===== config.mk =====
export PLATFORM = sky130hd
export DESIGN_NAME = pt_walker
export DESIGN_NICKNAME = d
export VERILOG_FILES = /design/src/rtl/pt_walker_pkg.sv /design/src/rtl/pt_walker_psc.sv /design/src/rtl/pt_walker_dp.sv /design/src/rtl/pt_walker_ctrl.sv /design/src/rtl/pt_walker.sv
export SDC_FILE = /design/constraint.sdc
export NUM_CORES = 1
export LEC_CHECK = 0
export ABC_AREA = 1
export BUFFER_PORTS_ARGS = -buffer_cell sky130_fd_sc_hd__clkbuf_2
export CORE_ASPECT_RATIO = 0.6
export CORE_MARGIN = 5
export CORE_UTILIZATION = 47
export CTS_CLUSTER_DIAMETER = 50
export CTS_CLUSTER_SIZE = 20
export DETAILED_ROUTE_END_ITERATION = 12
export PLACE_DENSITY = 0.77
export REMOVE_ABC_BUFFERS = 1
export SLEW_MARGIN = 20
export SYNTH_ARGS = -nofsm -noshare
export SYNTH_HDL_FRONTEND = slang
export SYNTH_SLANG_ARGS = --single-unit

===== constraint.sdc =====
create_clock -name clk -period 12.3 [get_ports clk]
set_input_delay 0.615 -clock clk [delete_from_list [all_inputs] [get_ports clk]]
set_output_delay 0.615 -clock clk [all_outputs]
set_load 0.005 [all_outputs]

===== src/rtl/pt_walker_pkg.sv =====
package pt_walker_pkg;
  localparam int VA_W      = 48;
  localparam int PTE_W     = 64;
  localparam int IDX_W     = 9;
  localparam int OFS_W     = 12;
  localparam int PDE_SHIFT = OFS_W + IDX_W;   // 21
  localparam int GIG_SHIFT = PDE_SHIFT + IDX_W; // 30

  localparam int BIT_PRESENT  = 0;
  localparam int BIT_ACCESSED = 5;
  localparam int BIT_DIRTY    = 6;
  localparam int BIT_LARGE    = 7;

  typedef struct packed {
    logic acceptReq;   // latch request, pick start level
    logic latchEntry;  // capture returned entry
    logic stepDown;    // follow entry to next table
    logic pscFill;     // insert level-1 pointer in directory cache
  } dpStrobe_t;

  typedef enum logic [2:0] {
    ST_IDLE, ST_RD_REQ, ST_RD_WAIT, ST_DECIDE, ST_WR_REQ, ST_RESP
  } walkState_t;
endpackage


===== src/rtl/pt_walker_psc.sv =====
module pt_walker_psc #(
  parameter int ENTRIES = 8,
  parameter int TAG_W   = 27,
  parameter int DATA_W  = 28
) (
  input  logic               clk,
  input  logic               rstN,
  input  logic               flush,
  input  logic [TAG_W-1:0]   lookupTag,
  output logic               hit,
  output logic [DATA_W-1:0]  hitData,
  input  logic               fillEn,
  input  logic [TAG_W-1:0]   fillTag,
  input  logic [DATA_W-1:0]  fillData,
  output logic [ENTRIES-1:0] validVec
);
  localparam int PTR_W = $clog2(ENTRIES);

  logic [ENTRIES-1:0] validQ;
  logic [TAG_W-1:0]   tagQ  [ENTRIES];
  logic [DATA_W-1:0]  dataQ [ENTRIES];
  logic [PTR_W-1:0]   ptrQ;
  logic [ENTRIES-1:0] matchVec;

  always_ff @(posedge clk) begin
    if (!rstN) begin
      validQ <= '0;
      ptrQ   <= '0;
    end else if (flush) begin
      validQ <= '0;
    end else if (fillEn) begin
      validQ[ptrQ] <= 1'b1;
      ptrQ <= (ptrQ == PTR_W'(ENTRIES-1)) ? '0 : ptrQ + 1'b1;
    end
  end

  always_ff @(posedge clk) begin
    if (fillEn && !flush) begin
      tagQ[ptrQ]  <= fillTag;
      dataQ[ptrQ] <= fillData;
    end
  end

  for (genvar g = 0; g < ENTRIES; g++) begin : gMatch
    assign matchVec[g] = validQ[g] && (tagQ[g] == lookupTag);
  end

  always_comb begin
    hitData = '0;
    for (int i = 0; i < ENTRIES; i++) begin
      if (matchVec[i]) hitData = hitData | dataQ[i];
    end
  end

  assign hit      = |matchVec;
  assign validVec = validQ;
endmodule


===== src/rtl/pt_walker_dp.sv =====
module pt_walker_dp
  import pt_walker_pkg::*;
#(
  parameter int PA_W        = 40,
  parameter int PSC_ENTRIES = 8
) (
  input  logic                   clk,
  input  logic                   rstN,
  input  logic                   flush,
  input  dpStrobe_t              strobe,
  input  logic [VA_W-1:0]        reqVaddr,
  input  logic                   reqWrite,
  input  logic [PA_W-OFS_W-1:0]  rootFrame,
  input  logic [PTE_W-1:0]       memRdata,
  output logic [PA_W-1:0]        memAddr,
  output logic [PTE_W-1:0]       memWdata,
  output logic [1:0]             level,
  output logic                   entryPresent,
  output logic                   entryLarge,
  output logic                   needUpdate,
  output logic [PA_W-1:0]        rspPaddr,
  output logic [PSC_ENTRIES-1:0] pscValid
);
  localparam int FRAME_W = PA_W - OFS_W;
  localparam int TAG_W   = VA_W - PDE_SHIFT;

  logic [VA_W-1:0]    vaQ;
  logic               wrQ;
  logic [1:0]         lvlQ;
  logic [FRAME_W-1:0] baseQ;
  logic [PTE_W-1:0]   entryQ;
  logic               pscHit;
  logic [FRAME_W-1:0] pscFrame;
  logic [IDX_W-1:0]   idx;
  logic [FRAME_W-1:0] entryFrame;

  pt_walker_psc #(
    .ENTRIES(PSC_ENTRIES), .TAG_W(TAG_W), .DATA_W(FRAME_W)
  ) i_psc (
    .clk      (clk),
    .rstN     (rstN),
    .flush    (flush),
    .lookupTag(reqVaddr[VA_W-1:PDE_SHIFT]),
    .hit      (pscHit),
    .hitData  (pscFrame),
    .fillEn   (strobe.pscFill),
    .fillTag  (vaQ[VA_W-1:PDE_SHIFT]),
    .fillData (entryFrame),
    .validVec (pscValid)
  );

  assign entryFrame = entryQ[PA_W-1:OFS_W];

  always_ff @(posedge clk) begin
    if (!rstN) begin
      vaQ    <= '0;
      wrQ    <= 1'b0;
      lvlQ   <= 2'd3;
      baseQ  <= '0;
      entryQ <= '0;
    end else begin
      if (strobe.acceptReq) begin
        vaQ   <= reqVaddr;
        wrQ   <= reqWrite;
        lvlQ  <= pscHit ? 2'd0 : 2'd3;
        baseQ <= pscHit ? pscFrame : rootFrame;
      end else if (strobe.stepDown) begin
        lvlQ  <= lvlQ - 2'd1;
        baseQ <= entryFrame;
      end
      if (strobe.latchEntry) entryQ <= memRdata;
    end
  end

  always_comb begin
    unique case (lvlQ)
      2'd3:    idx = vaQ[47:39];
      2'd2:    idx = vaQ[38:30];
      2'd1:    idx = vaQ[29:21];
      default: idx = vaQ[20:12];
    endcase
  end

  assign memAddr = {baseQ, idx, 3'b000};

  always_comb begin
    memWdata = entryQ;
    memWdata[BIT_ACCESSED] = 1'b1;
    if (wrQ) memWdata[BIT_DIRTY] = 1'b1;
  end

  assign needUpdate   = !entryQ[BIT_ACCESSED] || (wrQ && !entryQ[BIT_DIRTY]);
  assign entryPresent = entryQ[BIT_PRESENT];
  assign entryLarge   = entryQ[BIT_LARGE];
  assign level        = lvlQ;

  always_comb begin
    unique case (lvlQ)
      2'd0:    rspPaddr = {entryQ[PA_W-1:OFS_W], vaQ[OFS_W-1:0]};
      2'd1:    rspPaddr = {entryQ[PA_W-1:PDE_SHIFT], vaQ[PDE_SHIFT-1:0]};
      default: rspPaddr = {entryQ[PA_W-1:GIG_SHIFT], vaQ[GIG_SHIFT-1:0]};
    endcase
  end
endmodule


===== src/rtl/pt_walker_ctrl.sv =====
module pt_walker_ctrl
  import pt_walker_pkg::*;
(
  input  logic      clk,
  input  logic      rstN,
  input  logic      reqValid,
  output logic      reqReady,
  output logic      rspValid,
  input  logic      rspReady,
  output logic      rspFault,
  output logic      memValid,
  input  logic      memReady,
  output logic      memWrite,
  input  logic      memRdValid,
  input  logic [1:0] level,
  input  logic      entryPresent,
  input  logic      entryLarge,
  input  logic      needUpdate,
  output dpStrobe_t strobe
);
  walkState_t stateQ, stateD;
  logic faultQ, faultD;
  logic isLeaf;

  assign isLeaf = (level == 2'd0) ||
                  (entryLarge && (level == 2'd1 || level == 2'd2));

  always_ff @(posedge clk) begin
    if (!rstN) begin
      stateQ <= ST_IDLE;
      faultQ <= 1'b0;
    end else begin
      stateQ <= stateD;
      faultQ <= faultD;
    end
  end

  always_comb begin
    stateD   = stateQ;
    faultD   = faultQ;
    strobe   = '0;
    reqReady = 1'b0;
    rspValid = 1'b0;
    memValid = 1'b0;
    memWrite = 1'b0;
    unique case (stateQ)
      ST_IDLE: begin
        reqReady = 1'b1;
        if (reqValid) begin
          strobe.acceptReq = 1'b1;
          stateD = ST_RD_REQ;
        end
      end
      ST_RD_REQ: begin
        memValid = 1'b1;
        if (memReady) stateD = ST_RD_WAIT;
      end
      ST_RD_WAIT: begin
        if (memRdValid) begin
          strobe.latchEntry = 1'b1;
          stateD = ST_DECIDE;
        end
      end
      ST_DECIDE: begin
        if (!entryPresent) begin
          faultD = 1'b1;
          stateD = ST_RESP;
        end else if (isLeaf) begin
          faultD = 1'b0;
          stateD = needUpdate ? ST_WR_REQ : ST_RESP;
        end else begin
          strobe.stepDown = 1'b1;
          strobe.pscFill  = (level == 2'd1);
          stateD = ST_RD_REQ;
        end
      end
      ST_WR_REQ: begin
        memValid = 1'b1;
        memWrite = 1'b1;
        if (memReady) stateD = ST_RESP;
      end
      ST_RESP: begin
        rspValid = 1'b1;
        if (rspReady) stateD = ST_IDLE;
      end
      default: stateD = ST_IDLE;
    endcase
  end

  assign rspFault = faultQ;
endmodule


===== src/rtl/pt_walker.sv =====
module pt_walker
  import pt_walker_pkg::*;
#(
  parameter int PA_W        = 40,
  parameter int PSC_ENTRIES = 8
) (
  input  logic                  clk,
  input  logic                  rstN,
  input  logic                  flush,
  input  logic [PA_W-13:0]      rootFrame,
  input  logic                  reqValid,
  output logic                  reqReady,
  input  logic [47:0]           reqVaddr,
  input  logic                  reqWrite,
  output logic                  rspValid,
  input  logic                  rspReady,
  output logic                  rspFault,
  output logic [1:0]            rspSize,
  output logic [PA_W-1:0]       rspPaddr,
  output logic                  memValid,
  input  logic                  memReady,
  output logic                  memWrite,
  output logic [PA_W-1:0]       memAddr,
  output logic [63:0]           memWdata,
  input  logic                  memRdValid,
  input  logic [63:0]           memRdata
);
  dpStrobe_t              strobe;
  logic [1:0]             level;
  logic                   entryPresent;
  logic                   entryLarge;
  logic                   needUpdate;
  logic [PSC_ENTRIES-1:0] pscValidVec;

  pt_walker_ctrl i_ctrl (
    .clk         (clk),
    .rstN        (rstN),
    .reqValid    (reqValid),
    .reqReady    (reqReady),
    .rspValid    (rspValid),
    .rspReady    (rspReady),
    .rspFault    (rspFault),
    .memValid    (memValid),
    .memReady    (memReady),
    .memWrite    (memWrite),
    .memRdValid  (memRdValid),
    .level       (level),
    .entryPresent(entryPresent),
    .entryLarge  (entryLarge),
    .needUpdate  (needUpdate),
    .strobe      (strobe)
  );

  pt_walker_dp #(.PA_W(PA_W), .PSC_ENTRIES(PSC_ENTRIES)) i_dp (
    .clk         (clk),
    .rstN        (rstN),
    .flush       (flush),
    .strobe      (strobe),
    .reqVaddr    (reqVaddr),
    .reqWrite    (reqWrite),
    .rootFrame   (rootFrame),
    .memRdata    (memRdata),
    .memAddr     (memAddr),
    .memWdata    (memWdata),
    .level       (level),
    .entryPresent(entryPresent),
    .entryLarge  (entryLarge),
    .needUpdate  (needUpdate),
    .rspPaddr    (rspPaddr),
    .pscValid    (pscValidVec)
  );

  assign rspSize = level;
endmodule


Word-level counts from Yosys, hierarchy flattened

Memory sizes are Yosys's and may differ from the RTL's.
Cells that the tools add are included.

Register bits after elaboration: 158
Memory bits (writable): 440
Bits of input ports: 148
Output and inout port bits: 151
Word-level logic and storage cells: 119
Memories kept: 2

Add/sub/neg operators: 2
$lt $le $gt $ge: 2
Equal/unequal tests: 23
Multiplexer cells: 44
Bitwise logic cells: 10
Reduce and logical (&&, ||, !) cells: 27

Memory list:

| memory           | depth | width | read ports | clocked after Yosys merged registers in | wr ports | line                | source |
|---|---|---|---|---|---|---|---|
| i_dp.i_psc.dataQ | 8     | 28    | 8          | 0                                       | 1        | pt_walker_psc.sv:21 | `logic [DATA_W-1:0] dataQ [ENTRIES];` |
| i_dp.i_psc.tagQ  | 8     | 27    | 8          | 0                                       | 1        | pt_walker_psc.sv:20 | `logic [TAG_W-1:0] tagQ [ENTRIES];` |

Operators by type and width:

| kind                                                                                 | count |
|---|---|
| 28-bit two-way mux                                                                   | 11 |
| 27-bit == test                                                                       | 8 |
| 28-bit OR                                                                            | 7 |
| 30-bit case mux with 2 select lines                                                  | 1 |
| 9-bit case mux with 3 select lines                                                   | 1 |
| 3-bit two-way mux                                                                    | 8 |
| 3-bit case mux with 6 select lines                                                   | 1 |
| 1-bit two-way mux                                                                    | 15 |
| 1-bit logical AND                                                                    | 12 |
| 2-bit two-way mux                                                                    | 6 |
| 2-bit != test (second input constant)                                                | 6 |
| 3-bit == test (second input constant)                                                | 3 |
| 8-bit OR                                                                             | 1 |
| 8-bit OR reduction                                                                   | 1 |
| 3-bit by 2-bit == test with 1-bit output (second input constant)                     | 2 |
| 5-bit AND reduction                                                                  | 1 |
| 2-bit == test (second input constant)                                                | 2 |
| 3-bit by 4-bit < comparator with 1-bit output (second input constant)                | 1 |
| 2-bit AND reduction                                                                  | 2 |
| 2-bit OR reduction                                                                   | 2 |
| 3-bit by 1-bit adder with 3-bit output (second input constant)                       | 1 |
| 1-bit demux with 3-bit select                                                        | 1 |
| 3-bit by 1-bit == test with 1-bit output (second input constant)                     | 1 |
| 3-bit by 1-bit greater-or-equal comparator with 1-bit output (second input constant) | 1 |
| 8 further kinds                                                                      | 13 |

Longest topological paths before layout

Gate-level depths: netlist of run 1.
An unclocked memory read counts as a cell.

Depth in word-level cells: 20
Depth in mapped cells: 17
Mapped depth without buffers: 15

Hierarchy

Synthesis of run 1 repeated with hierarchy kept, for this count alone.

Cell total of the unflattened synthesis: 2937
Area, all modules: 27136.0 sq um

Modules (own cells, without submodules):

| module         | instances | cells each | area each (sq um) | seq. area each (sq um) |
|---|---|---|---|---|
| pt_walker_psc  | 1         | 1808       | 19608.8           | 13432.9 |
| pt_walker_dp   | 1         | 1058       | 7128.1            | 2862.7 |
| pt_walker_ctrl | 1         | 71         | 399.1             | 80.1 |

Least setup slack after synthesis of run 1

Ideal clock, no wire load.

Path kind: flip-flop to flip-flop
Start point: register i_dp.lvlQ[0], in the netlist i_dp.level[0]
End point: memory i_dp.i_psc.dataQ[3][0] (enable)
Library setup time: 536 ps
Arrival time: 5463 ps
Data required time: 11764 ps
Slack: 6301 ps
Stages on the path, launching flop included: 12
Buffers on the path: 0
Clock period less this slack: 5999 ps
Path through: dfxtp_1 inv_1 ha_1 a21oi_1 nand2_1 nor2_1 inv_1 nor2_1 inv_1 nor2_1 nand2_1 nor3_1

Cells in the longest elaborated chain, start to end: 10
Elaborated cells on any way between the ends: 12
Classes of those cells: eq/ne (2); mux (5); reduce/logical (5)

RTL lines:

| item                                                                             | line                                       | source |
|---|---|---|
| start, declared                                                                  | pt_walker_dp.sv:29                         | `logic [1:0] lvlQ;` |
| start signal, assigned                                                           | pt_walker_dp.sv:65                         | `lvlQ <= pscHit ? 2'd0 : 2'd3;` |
| start signal, assigned                                                           | pt_walker_dp.sv:68                         | `lvlQ <= lvlQ - 2'd1;` |
| 2-bit by 1-bit == test with 1-bit output / 2-bit == test (equally long branches) | pt_walker_ctrl.sv:26, pt_walker_ctrl.sv:73 |  |
| 1-bit logical OR                                                                 | pt_walker_ctrl.sv:26                       | `(entryLarge && (level == 2'd1 \|\| level == 2'd2));` |
| 1-bit logical AND                                                                | pt_walker_ctrl.sv:26                       |  |
| 1-bit logical OR                                                                 | pt_walker_ctrl.sv:25                       | `assign isLeaf = (level == 2'd0) \|\|` |
| 2-bit two-way mux *                                                              | pt_walker_ctrl.sv:68                       | `end else if (isLeaf) begin` |
| 2-bit two-way mux *                                                              | pt_walker_ctrl.sv:65                       | `if (!entryPresent) begin` |
| 2-bit two-way mux *                                                              | pt_walker_ctrl.sv:46                       | `unique case (stateQ)` |
| 1-bit logical AND *                                                              | pt_walker_psc.sv:38                        | `if (fillEn && !flush) begin` |
| 1-bit two-way mux *                                                              | pt_walker_psc.sv:38                        |  |
| 1-bit two-way mux (not written as such) *                                        | pt_walker_psc.sv:40                        | `dataQ[ptrQ] <= fillData;` |
| end, declared                                                                    | pt_walker_psc.sv:21                        |  |

Mark *: on every way between the ends. The rest lies on a longest branch, timed or not.

Final worst setup path of run 1

Start point: register i_dp.lvlQ[0], in the netlist i_dp.level[0]
End point: memory i_dp.i_psc.dataQ[2][7] (enable)

The elaborated chain is that of the path after synthesis.

==> impl_metrics.yaml, run 1 <==
outcome:
  outcome: "finished, final reports clean"
placed_design:
  portBuffers: 294
  gp_congestion: 0.956
  pre_cts_slack_ns: 7.87
  dp.cells: 3609
  dp_hpwl_mm: 53.4
worst_hold_path:
  hold_depth: 3
  min_path_type: "input pin to register"
critical_path:
  rrSetupSlack_ns: 7.85
  cp_top_family: "simple AND/OR/NAND/NOR gates"
  critPathCapture: "i_dp.i_psc.dataQ[2][7]"
  end_kind: "register"
  arrival_ns: 4.65
  crit_slowest_cell: "nor2_4"
  ff2ff_path_depth: 13
  cp_cell_sequence: "inv_1 -> ha_1 -> a21oi_1 -> nand2_1 -> nor2_1 -> inv_1 -> buf_4 -> nor2_1 -> inv_1 -> nor2_1 -> nand2_1 -> nor2_4 -> buf_4"
  crit_fanout: 31
  r2r_end: "i_dp.i_psc.dataQ[2][7]"
  cp-start-kind: "register"
  critical_path_class: "register to register"
  path_buf_inv: 5
  regToRegStartpoint: "i_dp.level[0]"
  setup.worst_path.start: "i_dp.level[0]"
  path_depth: 13
  cp.required_ns: 12.50
  max_stage_delay_ns: 0.74
clock_network:
  cts.clk_slew.worst_paths_ns: 0.08
  cts_setup_buffers: 0
  clockBufferDepth: 3
  clk_latency_ns: 0.58
  cts_resized: 0
  ctsHtreeMaxLevel: 2
  cts_root_buf: "clkbuf_16"
  cts.sinks: 598
  hold_buffers: 0
  cts_tree: "yes"
  cts_buffers: 40
grt:
  grt_overflow_total: 0
  grt_pass1_vias: 18500
  grt_usage_pct: 24.3
  grt_pass1_wl_mm: 116
  antenna_found_initial: 5
  grt_start_max_net_pins: 83
power:
  pwr-share-clk_pct: 29.3
  power_frac_comb_pct: 15.5
  seq_power_share_pct: 55.1
  p_switching_mw: 1.38
  internal_power_mw: 3.24
  cellLeakagePower_nw: 12.2
  cellPowerDensity_nw_per_um2: 158
  total_power_mw: 4.63
  max-vdd-ir-drop_uv: 96.0
  swShare_pct: 29.9
job:
  drv_cap: 0
yosys:
  yosysMostFrequentCell: "nand2_1"
  synth_common_cells: "674 x nand2_1, 440 x edfxtp_1, 295 x nor2_1, 216 x inv_1, 214 x nand3_1"
  synth.top_cells.by_area: "edfxtp_1 49%, dfxtp_1 12%, nand2_1 9.4%"
  yosysTopAreaCell: "edfxtp_1"
  synth_cells: 2741
  synthFlopType: "edfxtp_1"
  yosysUniqueCellTypes: 43
  synth_edf_count: 440
  ys_ff_latch: 598
  synthArstFlopShare_pct: 0
  ys_warn_count: 0
  synth_top_area_share_pct: 49.2
  yosysSeqAreaShare_pct: 61.0
  postSynthAreaPerCell_um2: 9.79
  synth_area_um2: 26800
finish:
  layoutNonFillerInstCount: 3684
  final-seq-area_um2: 16400
  fillers: 4997
  drive_above_1_share_pct: 17.1
  area_growth_syn_to_layout_pct: 9.12
  final_nets: 3046
  multi_input_area_um2: 8020
detailed_routing:
  wl_per_cell_um: 21.3
  drc_errors: 0
  wirelength_mm: 78.4
  ant_nets: 0
  vias: 19900
  vias_per_cell: 5.41
  drt_iter0_drc: 2478
  firstDrtPassIters: 6
floorplanning:
  dieWidth_um: 318
  die-area_um2: 62100
  die_h_um: 195
  core_um2: 56200
  rows: 67
  start_util_pct: 47.8
  io_pins: 299
timing:
  setup-tns-final_ns: 0
  rsz0062_at_grt: "false"
  whs_ns: 0.266
  relSlewSlack_pct: 25.8
  skew_ns: 0.0263
  layout_worst_path_cycle_share_pct: 36.2
  setup_viol: 0
  slew_violations: 0
  fmax_ghz: 0.225
  fin_ws_ns: 7.85
  hold_viol: 0
  period_needed_ns: 4.45
  worstMarginPinSlew_ns: 1.11
==> stage by stage <==
stage,util [%],area (µm²)
after global placement,49.9,28000
after global routing,52.1,29300
final,52.1,29300
after CTS,52.1,29300
after floorplan,-,25300
after detailed placement,49.9,28000
==> layout make-up <==
type | instances | share of cell area (%)
multi-input combinational | 1678 | 27.4
inverter | 249 | 3.35
timing repair buffer | 325 | 5.83
clock buffer | 50 | 3.62
antenna | 2 | 0.0171
clock inverter | 23 | 0.641
sequential | 598 | 55.9
tap | 759 | 3.24
==> how the worst min path moves through the flow <==
stage	to	slack, ns	start
5_1_grt	i_dp.entryQ[60]	0.25	memRdata[60]
3_5_place_dp	i_dp.i_psc.validVec[2]	0.45	i_dp.i_psc.validVec[2]
4_1_cts	i_dp.entryQ[17]	0.25	memRdata[17]
3_3_place_gp	i_dp.vaQ[1]	0.45	i_dp.vaQ[1]
6_report	i_dp.entryQ[22]	0.27	memRdata[22]
2_1_floorplan	i_dp.i_psc.validVec[0]	0.44	i_dp.i_psc.validVec[0]
==> power by group through the flow <==
stage	clock network (mW)	logic, mW	registers [mW]
5_1_grt	1.45	0.782	2.57
3_5_place_dp	0	0.710	2.59
3_3_place_gp	0	0.701	2.58
6_report	1.36	0.718	2.55
4_1_cts	1.37	0.712	2.54
2_1_floorplan	0	0.333	2.51
==> layout by cell type (no fill, tap or decap), types with 6 or more instances in the layout <==
cell,synthesis,final
nand3b_2,9,9
ha_1,6,6
edfxtp_1,440,440
buf_4,127,32
a21oi_1,93,93
inv_4,16,18
clkbuf_1,46,9
clkbuf_2,0,293
nand2_1,674,673
clkbuf_16,0,41
xnor2_1,78,78
o21ai_0,180,180
a21oi_2,19,19
nand3b_1,19,19
nand4_1,22,22
inv_2,13,14
nor2_1,295,280
a221oi_1,9,9
dfxtp_1,158,158
clkinv_4,0,6
nand3_1,214,214
nand3_2,20,20
inv_1,216,215
nor2_2,4,13
clkinv_1,3,6
nor2_4,4,10
==> state kept, by name (all words and copies together) (netlist names) <==
name	count
i_dp.i_psc.ptrQ	3
i_dp.i_psc.validVec	8
i_dp.i_psc.dataQ	224
i_dp.baseQ	28
i_dp.level	2
i_ctrl.stateQ	3
i_dp.i_psc.tagQ	216
i_dp.wrQ	1
i_ctrl.rspFault	1
i_dp.vaQ	48
i_dp.entryQ	64
==> cell families after synthesis <==
family          count (synthesis)  share of synthesized area (%)
other cells                     2                         0.0280
xor+xnor                       78                           2.55
simple gates                 1280                           20.4
flops                         598                           61.0
compound gates                310                           6.24
fa+ha+maj                       6                          0.280
buf+inv                       467                           9.46
==> worst register-to-register path, stage by stage, from the launching register on <==
cell	delay, ns
dfxtp_1	0.42
inv_1	0.09
ha_1	0.53
a21oi_1	0.44
nand2_1	0.13
nor2_1	0.15
inv_1	0.07
buf_4	0.26
nor2_1	0.19
inv_1	0.10
nor2_1	0.21
nand2_1	0.15
nor2_4	0.74
buf_4	0.59
==> routing by layer <==
metal / global-route usage, % / part of all wire, % / vias to the layer above / routed length, µm
met1: 34.7 / 40 / 9291 / 31500
met3: 9.29 / 15 / 130 / 12000
met4: 5.64 / 2.3 / 4 / 1780
li1: - / - / 9237 / -
met2: 35.2 / 42 / 1255 / 33100
met5: 0 / 0.027 / - / 21
(Power assumes the default switching activity.)
==> run 2: changes to the inputs <==
==> constraint.sdc (replaced) <==
create_clock -name clk -period 4.5 [get_ports clk]
set_input_delay 0.225 -clock clk [delete_from_list [all_inputs] [get_ports clk]]
set_output_delay 0.225 -clock clk [all_outputs]
set_load 0.005 [all_outputs]
==> run 2 against run 1 <==
  * Worst hold slack lost 0.24 ns
  * Highest routed layer is now met4
  * Via count is 2.2% higher
  * Final cell count increased by 2.4%
  * First-iteration DRC count increased by 13%
  * Critical path type unchanged
  * Global-route usage grew 1.3 points
  * Total power grew to 2.8 times the previous value
  * Non-clock buffer count is 92 higher
  * Sequential power grew to 2.7 times the previous value
  * Largest cell class unchanged
  * Clock power rose to 2.8 times the previous value
  * Sequential share of layout area decreased by 1.8 points
  * Register-to-register slack got worse by 7.3 ns
==> impl_metrics.yaml, run 2 (synthesized netlist as in run 1, its figures left out) <==
clock_network:
  cts_setup_buffers: 0
  cts_resized: 0
  ctsHtreeMaxLevel: 2
  cts_buffers: 41
  clockBufferDepth: 3
  hold_buffers: 86
  cts.sinks: 598
  cts_tree: "yes"
  clk_latency_ns: 0.58
  cts_root_buf: "clkbuf_16"
  cts.clk_slew.worst_paths_ns: 0.08
critical_path:
  path_buf_inv: 5
  cp_top_family: "buffers and inverters"
  end_kind: "register"
  arrival_ns: 4.09
  regToRegStartpoint: "i_dp.level[0]"
  critical_path_class: "register to register"
  cp_cell_sequence: "inv_1 -> ha_1 -> buf_4 -> a21oi_1 -> nand2_1 -> nor2_1 -> inv_1 -> nor2_1 -> inv_1 -> nor2_1 -> nand2_1 -> nor3_2 -> buf_4"
  crit_slowest_cell: "buf_4"
  rrSetupSlack_ns: 0.60
  max_stage_delay_ns: 0.74
  cp.required_ns: 4.69
  r2r_end: "i_dp.i_psc.dataQ[5][15]"
  setup.worst_path.start: "i_dp.level[0]"
  ff2ff_path_depth: 13
  cp-start-kind: "register"
  crit_fanout: 55
floorplanning:
  io_pins: 299
  start_util_pct: 47.8
  die-area_um2: 62100
  core_um2: 56200
  rows: 67
  die_h_um: 195
  dieWidth_um: 318
detailed_routing:
  wl_per_cell_um: 21.8
  firstDrtPassIters: 6
  drt_iter0_drc: 2800
  vias_per_cell: 5.39
  ant_nets: 0
  wirelength_mm: 82.2
  vias: 20300
  drc_errors: 0
timing:
  hold_viol: 0
  fmax_ghz: 0.256
  relSlewSlack_pct: 28.3
  slew_violations: 0
  setup-tns-final_ns: 0
  setup_viol: 0
  worstMarginPinSlew_ns: 1.08
  whs_ns: 0.0218
  period_needed_ns: 3.90
  rsz0062_at_grt: "false"
  skew_ns: 0.0255
  layout_worst_path_cycle_share_pct: 86.7
power:
  cellLeakagePower_nw: 12.6
  cellPowerDensity_nw_per_um2: 426
  max-vdd-ir-drop_uv: 304
grt:
  grt_usage_pct: 25.5
  grt_start_max_net_pins: 79
  grt_pass1_vias: 19200
  grt_overflow_total: 0
  antenna_found_initial: 4
  grt_pass1_wl_mm: 122
outcome:
  outcome: "finished, final reports clean"
placed_design:
  dp.cells: 3615
  dp_hpwl_mm: 55.0
  gp_congestion: 0.956
  portBuffers: 294
finish:
  layout_commonest_cell: "nand2_1"
  layout_common_cells: "673 x nand2_1, 440 x edfxtp_1, 293 x clkbuf_2, 280 x nor2_1, 215 x inv_1"
  layoutNonFillerInstCount: 3773
  reg_top3: "i_dp.i_psc.dataQ: 224 flops, i_dp.i_psc.tagQ: 216 flops, i_dp.entryQ: 64 flops"
  largest_register: "i_dp.i_psc.dataQ"
  drive_above_1_share_pct: 16.7
  largest_reg_flops: 224
  area_growth_syn_to_layout_pct: 12.7
  final_nets: 3139
  final_util_pct: 53.8
worst_hold_path:
  hold_depth: 4
  min_path_type: "input pin to register"
  worstHoldStart: "memRdValid"
  holdPathEnd: "i_ctrl.stateQ[1]"
job:
  drv_cap: 0
## run 2: tightest hold or removal path, stage by stage
cell and delay (ns):
clkbuf_2 0.08, inv_1 0.06, nand3_1 0.10, a21oi_1 0.07
## run 2: per-stage QoR
step | setup WS, ns | instance area [µm²] | power [mW]
floorplan | -1.83 | 25300 | 7.76
global placement | 0.778 | 28100 | 9.02
detailed placement | 0.704 | 28100 | 9.07
CTS | 0.649 | 30200 | 12.9
global route | 0.456 | 30200 | 13.4
finish | 0.599 | 30200 | 12.9
## run 2: routing by layer
metal	GRT usage (%)	vias up	share of wire, %
met3	8.57	126	15
met1	37.7	9528	40
met5	0	-	0
li1	-	9429	-
met2	36.9	1265	42
met4	5.50	0	2.2
## run 2: how the worst max path moves through the flow
stage	cells after the start	to	slack, ns
floorplan	11	i_dp.i_psc.dataQ[3][0]	-1.83
global placement	13	i_dp.i_psc.dataQ[3][10]	0.78
detailed placement	13	i_dp.i_psc.dataQ[3][12]	0.70
CTS	13	i_dp.i_psc.dataQ[3][25]	0.65
global route	13	i_dp.i_psc.dataQ[5][15]	0.46
finish	13	i_dp.i_psc.dataQ[5][15]	0.60
## run 2: final cells by class
| class | instances | area [µm²] |
|---|---|---|
| Fill cell | 4952 | 25900 |
| Clock buffer | 52 | 1070 |
| Sequential cell | 598 | 16400 |
| Inverter | 249 | 980 |
| Antenna cell | 2 | 5.00 |
| Timing Repair Buffer | 417 | 2650 |
| Clock inverter | 18 | 201 |
| Multi-Input combinational cell | 1678 | 8020 |
| Tap cell | 759 | 950 |
## run 2: where the power goes
part,switching (mW),internal [mW]
Sequential,0.507,6.44
Clock,1.98,1.85
Combinational,1.40,0.711
